### src/rtl/pow2_div_pkg.sv
package pow2_div_pkg;
  localparam int unsigned MAX_SHIFT = 4;
  localparam int unsigned SEL_W     = 3;
  localparam int unsigned SHIFT_W   = $clog2(MAX_SHIFT + 1);
  typedef logic [SHIFT_W-1:0] shift_t;
endpackage

### src/rtl/div_sel_decode.sv
module div_sel_decode #(
  parameter int unsigned SEL_W     = 3,
  parameter int unsigned MAX_SHIFT = 4,
  parameter int unsigned SHIFT_W   = 3
) (
  input  logic [SEL_W-1:0]   sel_i,
  output logic [SHIFT_W-1:0] shift_o
);
  always_comb begin
    if (sel_i >= SEL_W'(MAX_SHIFT)) shift_o = SHIFT_W'(MAX_SHIFT);
    else                            shift_o = SHIFT_W'(sel_i);
  end
endmodule

### src/rtl/div_counter.sv
module div_counter #(
  parameter int unsigned MAX_SHIFT = 4,
  parameter int unsigned SHIFT_W   = 3
) (
  input  logic               clk_i,
  input  logic               arst_ni,
  input  logic               load_i,
  input  logic [SHIFT_W-1:0] shift_req_i,
  output logic [SHIFT_W-1:0] shift_o,
  output logic               div_o
);
  localparam int unsigned CNT_W = MAX_SHIFT;

  logic [SHIFT_W-1:0] shift_q, shift_d;
  logic [CNT_W-1:0]   cnt_q, cnt_d, mask, half;
  logic [CNT_W:0]     span_q, span_d;
  logic               wrap, out_q, out_d;

  assign span_q = (CNT_W+1)'(1) << shift_q;
  assign mask   = span_q[CNT_W-1:0] - CNT_W'(1);
  assign wrap   = (cnt_q == mask);

  // ratio switches only at period end (or while reset is held)
  assign shift_d = (wrap || load_i) ? shift_req_i : shift_q;
  assign cnt_d   = wrap ? '0 : cnt_q + CNT_W'(1);
  assign span_d  = (CNT_W+1)'(1) << shift_d;
  assign half    = span_d[CNT_W:1];
  assign out_d   = |(cnt_d & half);

  always_ff @(posedge clk_i) shift_q <= shift_d;

  always_ff @(posedge clk_i or negedge arst_ni) begin
    if (!arst_ni) begin
      cnt_q <= '0;
      out_q <= 1'b0;
    end else begin
      cnt_q <= cnt_d;
      out_q <= out_d;
    end
  end

  assign shift_o = shift_q;
  assign div_o   = out_q;
endmodule

### src/rtl/clk_out_stage.sv
module clk_out_stage (
  input  logic clk_i,
  input  logic en_i,
  input  logic pass_i,
  input  logic div_i,
  output logic q0_o,
  output logic q0_n_o,
  output logic q1_o,
  output logic q1_n_o
);
  logic en_q, mux_out;

  // enable captured while clk is low side of the edge: no runt on gating
  always_ff @(negedge clk_i) en_q <= en_i;

  assign mux_out = pass_i ? (clk_i & en_q) : div_i;
  assign q0_o    = mux_out;
  assign q1_o    = mux_out;
  assign q0_n_o  = ~mux_out;
  assign q1_n_o  = ~mux_out;
endmodule

### src/rtl/pow2_clk_div.sv
module pow2_clk_div
  import pow2_div_pkg::*;
(
  input  logic             clk_i,
  input  logic             rst_ni,
  input  logic [SEL_W-1:0] sel_i,
  output logic             q0_o,
  output logic             q0_n_o,
  output logic             q1_o,
  output logic             q1_n_o
);
  shift_t req_shift, act_shift;
  logic   pass_mode, div_arst_n, div_clk;

  div_sel_decode #(.SEL_W(SEL_W), .MAX_SHIFT(MAX_SHIFT), .SHIFT_W(SHIFT_W)) u_dec (
    .sel_i   (sel_i),
    .shift_o (req_shift)
  );

  assign pass_mode  = (act_shift == '0);
  assign div_arst_n = rst_ni | pass_mode;

  div_counter #(.MAX_SHIFT(MAX_SHIFT), .SHIFT_W(SHIFT_W)) u_cnt (
    .clk_i       (clk_i),
    .arst_ni     (div_arst_n),
    .load_i      (~rst_ni),
    .shift_req_i (req_shift),
    .shift_o     (act_shift),
    .div_o       (div_clk)
  );

  clk_out_stage u_out (
    .clk_i  (clk_i),
    .en_i   (rst_ni),
    .pass_i (pass_mode),
    .div_i  (div_clk),
    .q0_o   (q0_o),
    .q0_n_o (q0_n_o),
    .q1_o   (q1_o),
    .q1_n_o (q1_n_o)
  );
endmodule

### config.mk
export PLATFORM = sky130hd
export DESIGN_NAME = pow2_clk_div
export DESIGN_NICKNAME = d
export VERILOG_FILES = /design/src/rtl/pow2_div_pkg.sv /design/src/rtl/div_sel_decode.sv /design/src/rtl/div_counter.sv /design/src/rtl/clk_out_stage.sv /design/src/rtl/pow2_clk_div.sv
export SDC_FILE = /design/constraint.sdc
export NUM_CORES = 1
export LEC_CHECK = 0
export BUFFER_PORTS_ARGS = -buffer_cell sky130_fd_sc_hd__buf_2
export CORE_UTILIZATION = 40
export CTS_CLUSTER_SIZE = 14
export DETAILED_ROUTE_END_ITERATION = 8
export GPL_TIMING_DRIVEN = 0
export SYNTH_ARGS = -nofsm -noshare
export SYNTH_HDL_FRONTEND = slang
export SYNTH_SLANG_ARGS = --single-unit
### constraint.sdc
create_clock -name clk_i -period 1.8 [get_ports clk_i]
set_input_delay 0.09 -clock clk_i [delete_from_list [all_inputs] [get_ports clk_i]]
set_output_delay 0.09 -clock clk_i [all_outputs]
set_load 0.005 [all_outputs]
; ---- Word level (Yosys, flattened, before mapping)
; Cells that the tools add are included.
[op_classes]
n_shift = 2
n_mux = 4
n_bitwise = 5
addsub = 2
n_reduce_logical = 3
magnitude_cmp = 1
n_eq_ne = 1
[ops]
columns = operator, count
row1 = 2-to-1 mux 3 bit, 2
row2 = << shifter 1 x 3 -> 5 bit (first input constant), 1
row3 = adder 4 x 1 -> 4 bit (second input constant), 1
row4 = AND 4 bit, 1
row5 = equality test 4 bit, 1
row6 = 2-to-1 mux 4 bit, 1
row7 = OR reduction 4 bit, 1
row8 = << shifter 1 x 3 -> 4 bit (first input constant), 1
row9 = subtractor 4 x 1 -> 4 bit (second input constant), 1
row10 = greater-or-equal comparator 3 bit (second input constant), 1
row11 = logical NOT 3 bit, 1
row12 = NOT 1 bit, 2
row13 = AND 1 bit, 1
row14 = logical OR 1 bit, 1
row15 = 2-to-1 mux 1 bit, 1
row16 = bitwise OR 1 bit, 1
[word_totals]
ff_bits = 9
wordCells = 22

; ---- Depth between registers and ports, before layout
; Gate-level depths: netlist of the first run.
[depth]
ltp_word = 8
depth_mapped = 10
depth_no_buf = 10

; ---- Cells and area by module
; Synthesis of the first run repeated with hierarchy kept, for this count alone.
[hier_totals]
hier_cells = 67
hier_area_um2 = 639.4
[modules_own_cells]
columns = mod, area_each_um2, seq_area_each_um2, n_inst, cells_each
row1 = div_counter, 543.0, 185.2, 1, 53
row2 = clk_out_stage, 60.1, 20.0, 1, 8
row3 = pow2_clk_div, 20.0, 0.0, 1, 3
row4 = div_sel_decode, 16.3, 0.0, 1, 3

==> results.md, run 1 <==
Run status:
- The flow ran to the end, but the final reports show violations.
- The final reports fail on negative setup slack.

Worst setup path:
- The kind of cell adding the most delay to the critical path is simple AND/OR/NAND/NOR gates.
- The arrival time reported for the critical path endpoint is roughly 2700 ps.
- Together, buffers and inverters on the worst path number 2.
- The type of the worst setup path is reg -> reg.
- The data required time at the worst endpoint is between 2000 and 2500 ps.
- The worst setup path is launched from a flip-flop.
- The delay of the slowest critical-path stage is 390 ps.
- The kind of end point of the critical path is a flip-flop.
- Traced cell by cell, the critical path runs through nor3_4 -> inv_2 -> ha_4 -> xor2_2 -> nand2_2 -> o31ai_4 -> mux2i_2 -> clkinv_2 -> or4_1 -> nand3_1.
- Among all stages on the critical path, the largest delay is contributed by or4_1.
- Of all nets on the critical path, the largest fanout is 4.

STA:
- In this run the tightest slew margin relative to its limit is 67.86%.
- The number of pins with negative max-slew slack in the final report is 0.
- After layout, the worst setup slack is -607.2 ps.
- For the final database, setup skew stands at about 1.9 ps.
- The hold slack is 121.5 ps.
- The final hold violation count is 0.
- The final setup violation count is 11.
- After layout, the worst path uses 133.7% of the clock period.
- The slew at the pin closest to its max-slew limit is approximately 480 ps.
- Setup repair after global routing could not meet its margin everywhere.
- For the finished layout, the period the worst path requires is roughly 2400 ps.
- The maximum operating frequency is 0.4154 GHz.

Synth:
- The synthesized area divided by synthesized cell count is 9.759 µm².
- Summing the sequential cell areas from Yosys gives approximately two fifths of the chip area.
- After synthesis, the largest area contributor takes up roughly a quarter of total cell area.
- The synthesized flop and latch total is 9.
- In the post-synthesis netlist, the biggest area contributors are dfrtp_1 23%, dfxtp_1 15%, xnor2_1 6.5%.
- The largest total area in the synthesized netlist belongs to dfrtp_1.
- The count of flip-flops with a built-in enable after synthesis is 0.
- Synthesis instantiated 25 different standard cells from the library.
- The main flop type after synthesis is dfrtp_1.
- The synthesized net count is 62.
- The Yosys step of the flow raised 0 warnings.
- The share of flip-flops with an asynchronous set or reset is roughly 56%.
- The post-synthesis cell count is 55.
- The netlist area before placement is approximately 540 µm².

Final layout:
- Fill cells in the final layout number 60.
- The leading cell type in the layout, fill and taps excluded is buf_4.
- The finished cells cover ~1000 µm².
- The top cell types in the final layout, fill and taps aside, are 12 x buf_4, 9 x clkbuf_4, 9 x buf_6.
- Of the cells placed in the final design, the portion with a size suffix greater than 1 is between 60% and 70%.
- The number of nets in the final layout is ~100.
- The layout-stage area growth over the synthesis result is 88.11%.
- For this run, the share of the core covered by cells in the final layout is between 80% and 90%.
- The number of inserted diodes is 0.

Floorplanning:
- The row count is 12.
- The die width is 38.63 µm.
- The starting utilization of the core area is between 40% and 50%.
- The height of the die is 38.63 µm.
- The area of the core region is roughly 1200 µm².
- The full die area is 1492 µm².
- The top-level port count is 9.

Detailed routing:
- After detailed routing, the wire length on met1 is about 630 µm.
- The highest routing layer actually used is met4.
- The average routed wire per standard cell is between 15 and 20 µm.
- The count of nets left with antenna violations once routing finished came out at 0.
- After detailed routing, the number of vias per cell comes to slightly above 5.
- The first-pass detailed-route iteration total is 4.
- The wire length on met2 is slightly below 900 µm.
- After detailed routing, the number of remaining DRC violations is 0.
- Detailed routing inserted a total of between 500 and 600 vias.
- The DRC marker count from the first detailed-route iteration is 10.
- The post-detailed-routing wire length is 1.667 mm.
- Detailed routing placed a total of between 70 and 80 µm of wire on met3.

Min path:
- The type of the worst min-delay path is in -> reg.

Place:
- The count of input and output buffers is 8.
- Detailed placement finished with a half-perimeter wire length of 743.5 µm.
- The final weighted congestion of routability-driven global placement is between 0.7 and 0.8.
- Once placement finished, the instance area stood at about 620 µm².

Pwr:
- Cell internal power was estimated by the tool at ~1.3 mW.
- Of the total power, registers draw 18.3%.
- For this design the ratio of total power to cell area is approximately 2000 nW/µm².
- In this run the power spent charging and discharging nets is around 790 µW.
- The net switching fraction of the power is about two fifths.
- The clock network burns between 30 and 40% of the power.
- IR analysis of the VDD net gives a maximum drop of between 1 and 1.5 mV.
- The reported leakage power is around 0.47 nW.
- In this run, the combinational gates consume between 40% and 50% of the power.

Global routing:
- The via count of the first global-routing pass is about 580.
- The total track usage is around 27%.
- Global routing finished with a remaining overflow of 0.
- The largest net degree at the start of global routing is 6.
- The number of antenna violations at the first check in global routing is 0.
- The wire length of the first global-routing pass is 2.256 mm.

Run:
- Max-cap violations in this run came to 0.

Clocking:
- Clock latency on the worst-skew pair, taken at its later pin, is 360 ps.
- After clock tree synthesis, the clock-pin slew on the worst setup and hold paths is around 60 ps.
- TritonCTS built the clock tree.
## final cells by class
class / count / area, µm² / area share [%]
Multi-Input combinational cell: 38 / 370.4 / 36.68
Sequential cell: 9 / 215.2 / 21.31
Clock buffer: 21 / 206.4 / 20.45
Timing Repair Buffer: 21 / 165.2 / 16.36
Clock inverter: 3 / 18.77 / 1.859
Tap cell: 14 / 17.52 / 1.735
Inverter: 4 / 16.27 / 1.611
## timing repair
action                     CTS  global route
buffers inserted             8             9
resized for setup           23            19
pin swaps                    4             5
gates cloned                 0             0
setup endpoints to repair   14            15
hold buffers                 1             0
hold endpoints to repair     5             0
## registers in the layout, summed over array words and instances, names as in the netlist
register / count
u_cnt.cnt_q: 4
u_cnt.div_o: 1
u_cnt.shift_o: 3
u_out.en_q: 1
## per-stage QoR
stage	total power [mW]	std cells	worst slack (ps)	setup TNS, ps
6_report	2.076	110	-607.2	-3727
5_1_grt	2.195	110	-742.6	-4435
4_1_cts	1.812	103	-635.9	-3651
3_5_place_dp	1.028	77	-755.3	-1992
3_3_place_gp	1.019	77	-769.4	-2040
2_1_floorplan	0.8948	55	-578.8	-1021
## cell usage after synthesis (2+ instances only)
cell type / count
nor2_1: 4
xnor2_1: 4
ha_1: 2
nor3_1: 2
nand2_1: 4
buf_4: 2
xor2_1: 2
nor2b_1: 2
inv_1: 5
dfrtp_1: 5
mux2i_1: 3
nand4_1: 2
nand3_1: 3
dfxtp_1: 4
## kinds of logic after synthesis
kind of cell / Yosys count / share of synthesized area, %
xor gates and xnor gates: 7 / 12.82
buffers and inverters: 8 / 7.225
and+or+nand+nor: 23 / 24.47
DFF: 9 / 38.23
adders and majority gates: 2 / 4.661
muxes: 4 / 7.692
AOI/OAI and AO/OA: 2 / 4.894
## worst min-delay path, cell delays in order
cell and delay, ps:
buf_2 100, mux2i_2 80, nand4_1 90, nand3_1 70
## power by group through the flow
stage | logic (mW) | registers (mW) | clock network (mW)
after CTS | 0.735 | 0.374 | 0.703
after global placement | 0.544 | 0.371 | 0.104
final | 0.927 | 0.381 | 0.768
after detailed placement | 0.550 | 0.373 | 0.104
after global routing | 1.00 | 0.391 | 0.802
after floorplan | 0.473 | 0.354 | 0.0681
## metal layers
layer | vias up | track usage [%]
met5 | - | 0
met4 | 0 | 44.83
met3 | 10 | 10.98
met2 | 22 | 37.08
met1 | 273 | 22.34
li1 | 264 | -
## path summary, 6_finish.rpt
| kind | startpoint | end | slack, ps | depth (start not counted) |
|---|---|---|---|---|
| max | u_cnt.shift_o[0] | u_cnt.div_o | -610 | 10 |
| max in group asynchronous | u_cnt.shift_o[0] | u_cnt.div_o | 830 | 5 |
| max reg2reg | u_cnt.shift_o[0] | u_cnt.div_o | -610 | 10 |
| min reg2reg | u_cnt.cnt_q[0] | u_cnt.cnt_q[0] | 550 | 1 |
| min | sel_i[2] | u_cnt.div_o | 120 | 4 |
| min in group asynchronous | rst_ni | u_cnt.cnt_q[0] | 310 | 3 |
No activity file was read; power rests on OpenSTA's default activity.
==> inputs of run 2 (changes only) <==
--- a/config.mk
+++ b/config.mk
@@ -6,7 +6,7 @@
 export NUM_CORES = 1
 export LEC_CHECK = 0
 export BUFFER_PORTS_ARGS = -buffer_cell sky130_fd_sc_hd__buf_2
-export CORE_UTILIZATION = 40
+export CORE_UTILIZATION = 36
 export CTS_CLUSTER_SIZE = 14
 export DETAILED_ROUTE_END_ITERATION = 8
 export GPL_TIMING_DRIVEN = 0
==> results.md, run 2 (synthesis results as in run 1) <==
STA:
- The post-route clock period utilization is 132.9% (-0.87 points).
- The max-slew headroom at the worst pin is 67.79% (about the same).
- The worst-case clock skew is 5.020 ps (+3.120 ps).
- The number of pins with negative max-slew slack in the final report is 0 (unchanged).
- The hold slack came to 158.2 ps (+36.75 ps).
- The final hold violation count is 0 (unchanged).
- The final setup violation count is 11 (unchanged).
- The setup slack after layout was -591.5 ps (+15.68 ps).
- Setup repair after global routing could not meet its margin everywhere.
- The sum of negative setup slack came to -3639 ps (+87.88 ps).
- The maximum operating frequency is 0.4181 GHz (+0.66%).
- The post-route minimum period came to 2392 ps (-15.68 ps).
- The slew at the pin closest to its max-slew limit came to 479.7 ps (+0.9831 ps).

Floorplanning:
- The height of the die came to 40.62 µm (+5.1%).
- The top-level port count is 9 (unchanged).
- The row count came to 13 (+1).
- The starting utilization of the core area is 39.76% (-6.1 points).
- The area of the core region is 1350 µm² (+15%).
- The full die area was 1650 µm² (+11%).
- The die width is 40.62 µm (+5.1%).

Global routing:
- The total track usage is 26.41% (-0.48 points).
- The total congestion overflow after global routing was 0 (unchanged).
- The number of antenna violations at the first check in global routing was 0 (unchanged).
- The wire length of the first global-routing pass came to 2.325 mm (+3.1%).
- The via count of the first global-routing pass is 550 (-4.8%).
- The largest net degree at the start of global routing came to 6 (unchanged).

Place:
- The count of input and output buffers is 8 (unchanged).
- The placed wire-length estimate after detailed placement is 798 µm (+7.3%).
- The final weighted congestion of routability-driven global placement is 0.7619 (+6.5%).
- The instance count after placement with tap cells included is 78 (+1.3%).

Run status:
- The flow ran to the end, but the final reports show violations.
- The checks that failed: negative setup slack.

Final layout:
- The fraction of final layout cells sized beyond drive strength 1 is 66.67% (-2.1 points).
- The leading cell type in the layout, fill and taps excluded is buf_4.
- The non-filler instance count after layout is 108 (-1.8%).
- The layout-stage area growth over the synthesis result is 82.75%.
- Leaving out fill and tap cells, the most frequent cells in the layout are 10 x buf_4, 9 x clkbuf_4, 7 x buf_6.
- The number of nets in the final layout is 100 (-2.9%).
- The flip-flop count of the largest register, all copies and words added came to 4 (unchanged).
- The number of inserted diodes is 0 (unchanged).
- The post-route core utilization is 72.66% (-14 points).
- The register ranked first by flip-flop count is u_cnt.cnt_q.

Worst setup path:
- The number of buffer and inverter instances along the worst setup path was 2 (unchanged).
- STA classifies the critical path endpoint as a flip-flop.
- The delay of the slowest critical-path stage is 410 ps (+20 ps).
- The worst setup path is launched from a flip-flop.
- The kind of cell adding the most delay to the critical path is simple AND/OR/NAND/NOR gates.
- The critical-path maximum fanout was 4 (unchanged).
- Traced cell by cell, the critical path runs through nor3_4 -> inv_2 -> ha_4 -> xor2_1 -> nand2_1 -> o31ai_4 -> mux2i_2 -> clkinv_2 -> or4_1 -> nand3_1.
- The standard cell with the maximum stage delay on the critical path is or4_1.
- The source of the critical timing path is u_cnt.shift_o[1].
- The arrival time reported for the critical path endpoint is 2700 ps (about the same).
- The register-to-register path setup slack is -590 ps (+20 ps).
- The count of cells along the worst register-to-register path was 10 (unchanged).
- The critical path ends at u_cnt.div_o.
- The critical path is of the reg -> reg type.
- The data required time at the worst endpoint is 2110 ps (about the same).
- In this run the critical register-to-register path is captured at u_cnt.div_o.
- The logic depth of the worst setup path including buffers is 10 (unchanged).
- The reg-to-reg startpoint is u_cnt.shift_o[1].

Pwr:
- The power density over the cells was 2095 nW/µm² (+1.9%).
- The internal portion of total power is 1.270 mW (-0.93%).
- The switching power came to 784.8 µW (-1.1%).
- The share of power burned in combinational logic is 44.4% (-0.2 points).
- The net switching fraction of the power is 38.20% (-0.046 points).
- The power share of the sequential group is 18.6% (+0.3 points).
- The overall power after layout is 2.055 mW (-1.0%).
- The part of the power in the clock network came to 37.0% (about the same).
- The peak supply drop is 0.9682 mV (-28%).
- The reported leakage power is 0.4523 nW (-3.0%).

Clocking:
- The clock transition at the registers of the reported paths is 60 ps (about the same).
- The clock tree from TritonCTS is yes.
- The clock latency on the worst-skew pair is 380 ps (+20 ps).

Detailed routing:
- The first-pass detailed-route iteration total is 4 (unchanged).
- The DRC marker count from the first detailed-route iteration came to 16 (+6).
- The remaining number of nets flagged by the antenna check after routing is 0 (unchanged).
- The wire length the detailed router placed on met1 came to 612 µm (-2.5%).
- The total number of vias is 556 (-2.3%).
- The detailed-route vias per instance is 5.148 (-0.48%).
- The detailed-routed wire length on met3 is 94 µm (+19%).
- The wire length on met2 was 887 µm (+1.3%).
- The number of DRC violations after detailed routing is 0 (unchanged).
- The average routed wire per standard cell is 15.28 µm (+0.81%).
- The post-detailed-routing wire length is 1.650 mm (-1.0%).
- The highest routing layer actually used is met4.

Min path:
- The type of the worst min-delay path is in -> reg.

Run:
- The number of maximum-capacitance constraint violations came to 0 (unchanged).
[run 2: cell types whose count changed in the layout (fill, tap and decap cells not counted), sizes merged]
cell    delta
buf        -3
clkinv     -1
inv        +1
[run 2: power by group through the flow]
| stage | clock network (mW) | registers, mW | logic (mW) |
|---|---|---|---|
| after floorplan | 0.0681 | 0.354 | 0.473 |
| after global placement | 0.104 | 0.371 | 0.546 |
| after detailed placement | 0.104 | 0.372 | 0.548 |
| after CTS | 0.697 | 0.376 | 0.786 |
| after global routing | 0.810 | 0.394 | 0.988 |
| final | 0.760 | 0.382 | 0.912 |
[run 2: through the flow]
stage	area, µm²	setup slack, ps
after detailed placement	625.6	-777.8
after floorplan	566.8	-578.8
after global placement	625.6	-750.7
final	980.9	-591.5
after CTS	924.6	-547.7
after global routing	980.9	-701.3
[run 2: what timing repair did]
item,4_1_cts,5_1_grt
pin swaps,4,3
endpoints found under the hold margin,5,0
hold buffers,1,0
setup endpoints to repair,14,15
buffers inserted,10,5
gates resized for setup,24,14
[run 2: worst register-to-register path: stages (launching register included)]
cell and delay, ps:
dfxtp_4 360, nor3_4 210, inv_2 80, ha_4 270
xor2_1 140, nand2_1 120, o31ai_4 260, mux2i_2 320
clkinv_2 80, or4_1 410, nand3_1 80
[run 2: area by class of cell]
| type | count | area (µm²) |
|---|---|---|
| Fill cell | 102 | 369.1 |
| Tap cell | 15 | 18.77 |
| Timing Repair Buffer | 18 | 138.9 |
| Inverter | 4 | 16.27 |
| Clock inverter | 3 | 13.76 |
| Sequential cell | 9 | 215.2 |
| Clock buffer | 21 | 210.2 |
| Multi-Input combinational cell | 38 | 367.9 |
[run 2: worst min path at each step]
| stage | slack, ps | start | cells past startpoint | to |
|---|---|---|---|---|
| floorplan | -80 | rst_ni | 1 | u_cnt.cnt_q[0] |
| global placement | 130 | rst_ni | 2 | u_cnt.cnt_q[2] |
| detailed placement | 130 | rst_ni | 2 | u_cnt.div_o |
| CTS | 60 | sel_i[2] | 4 | u_cnt.shift_o[2] |
| global route | 180 | sel_i[2] | 5 | u_cnt.div_o |
| finish | 160 | sel_i[2] | 5 | u_cnt.div_o |
[run 2: metal layers]
layer,up-vias,track usage [%]
met5,-,0
met4,0,28.33
met3,11,12.50
met2,27,42.46
met1,258,22.68
li1,260,-
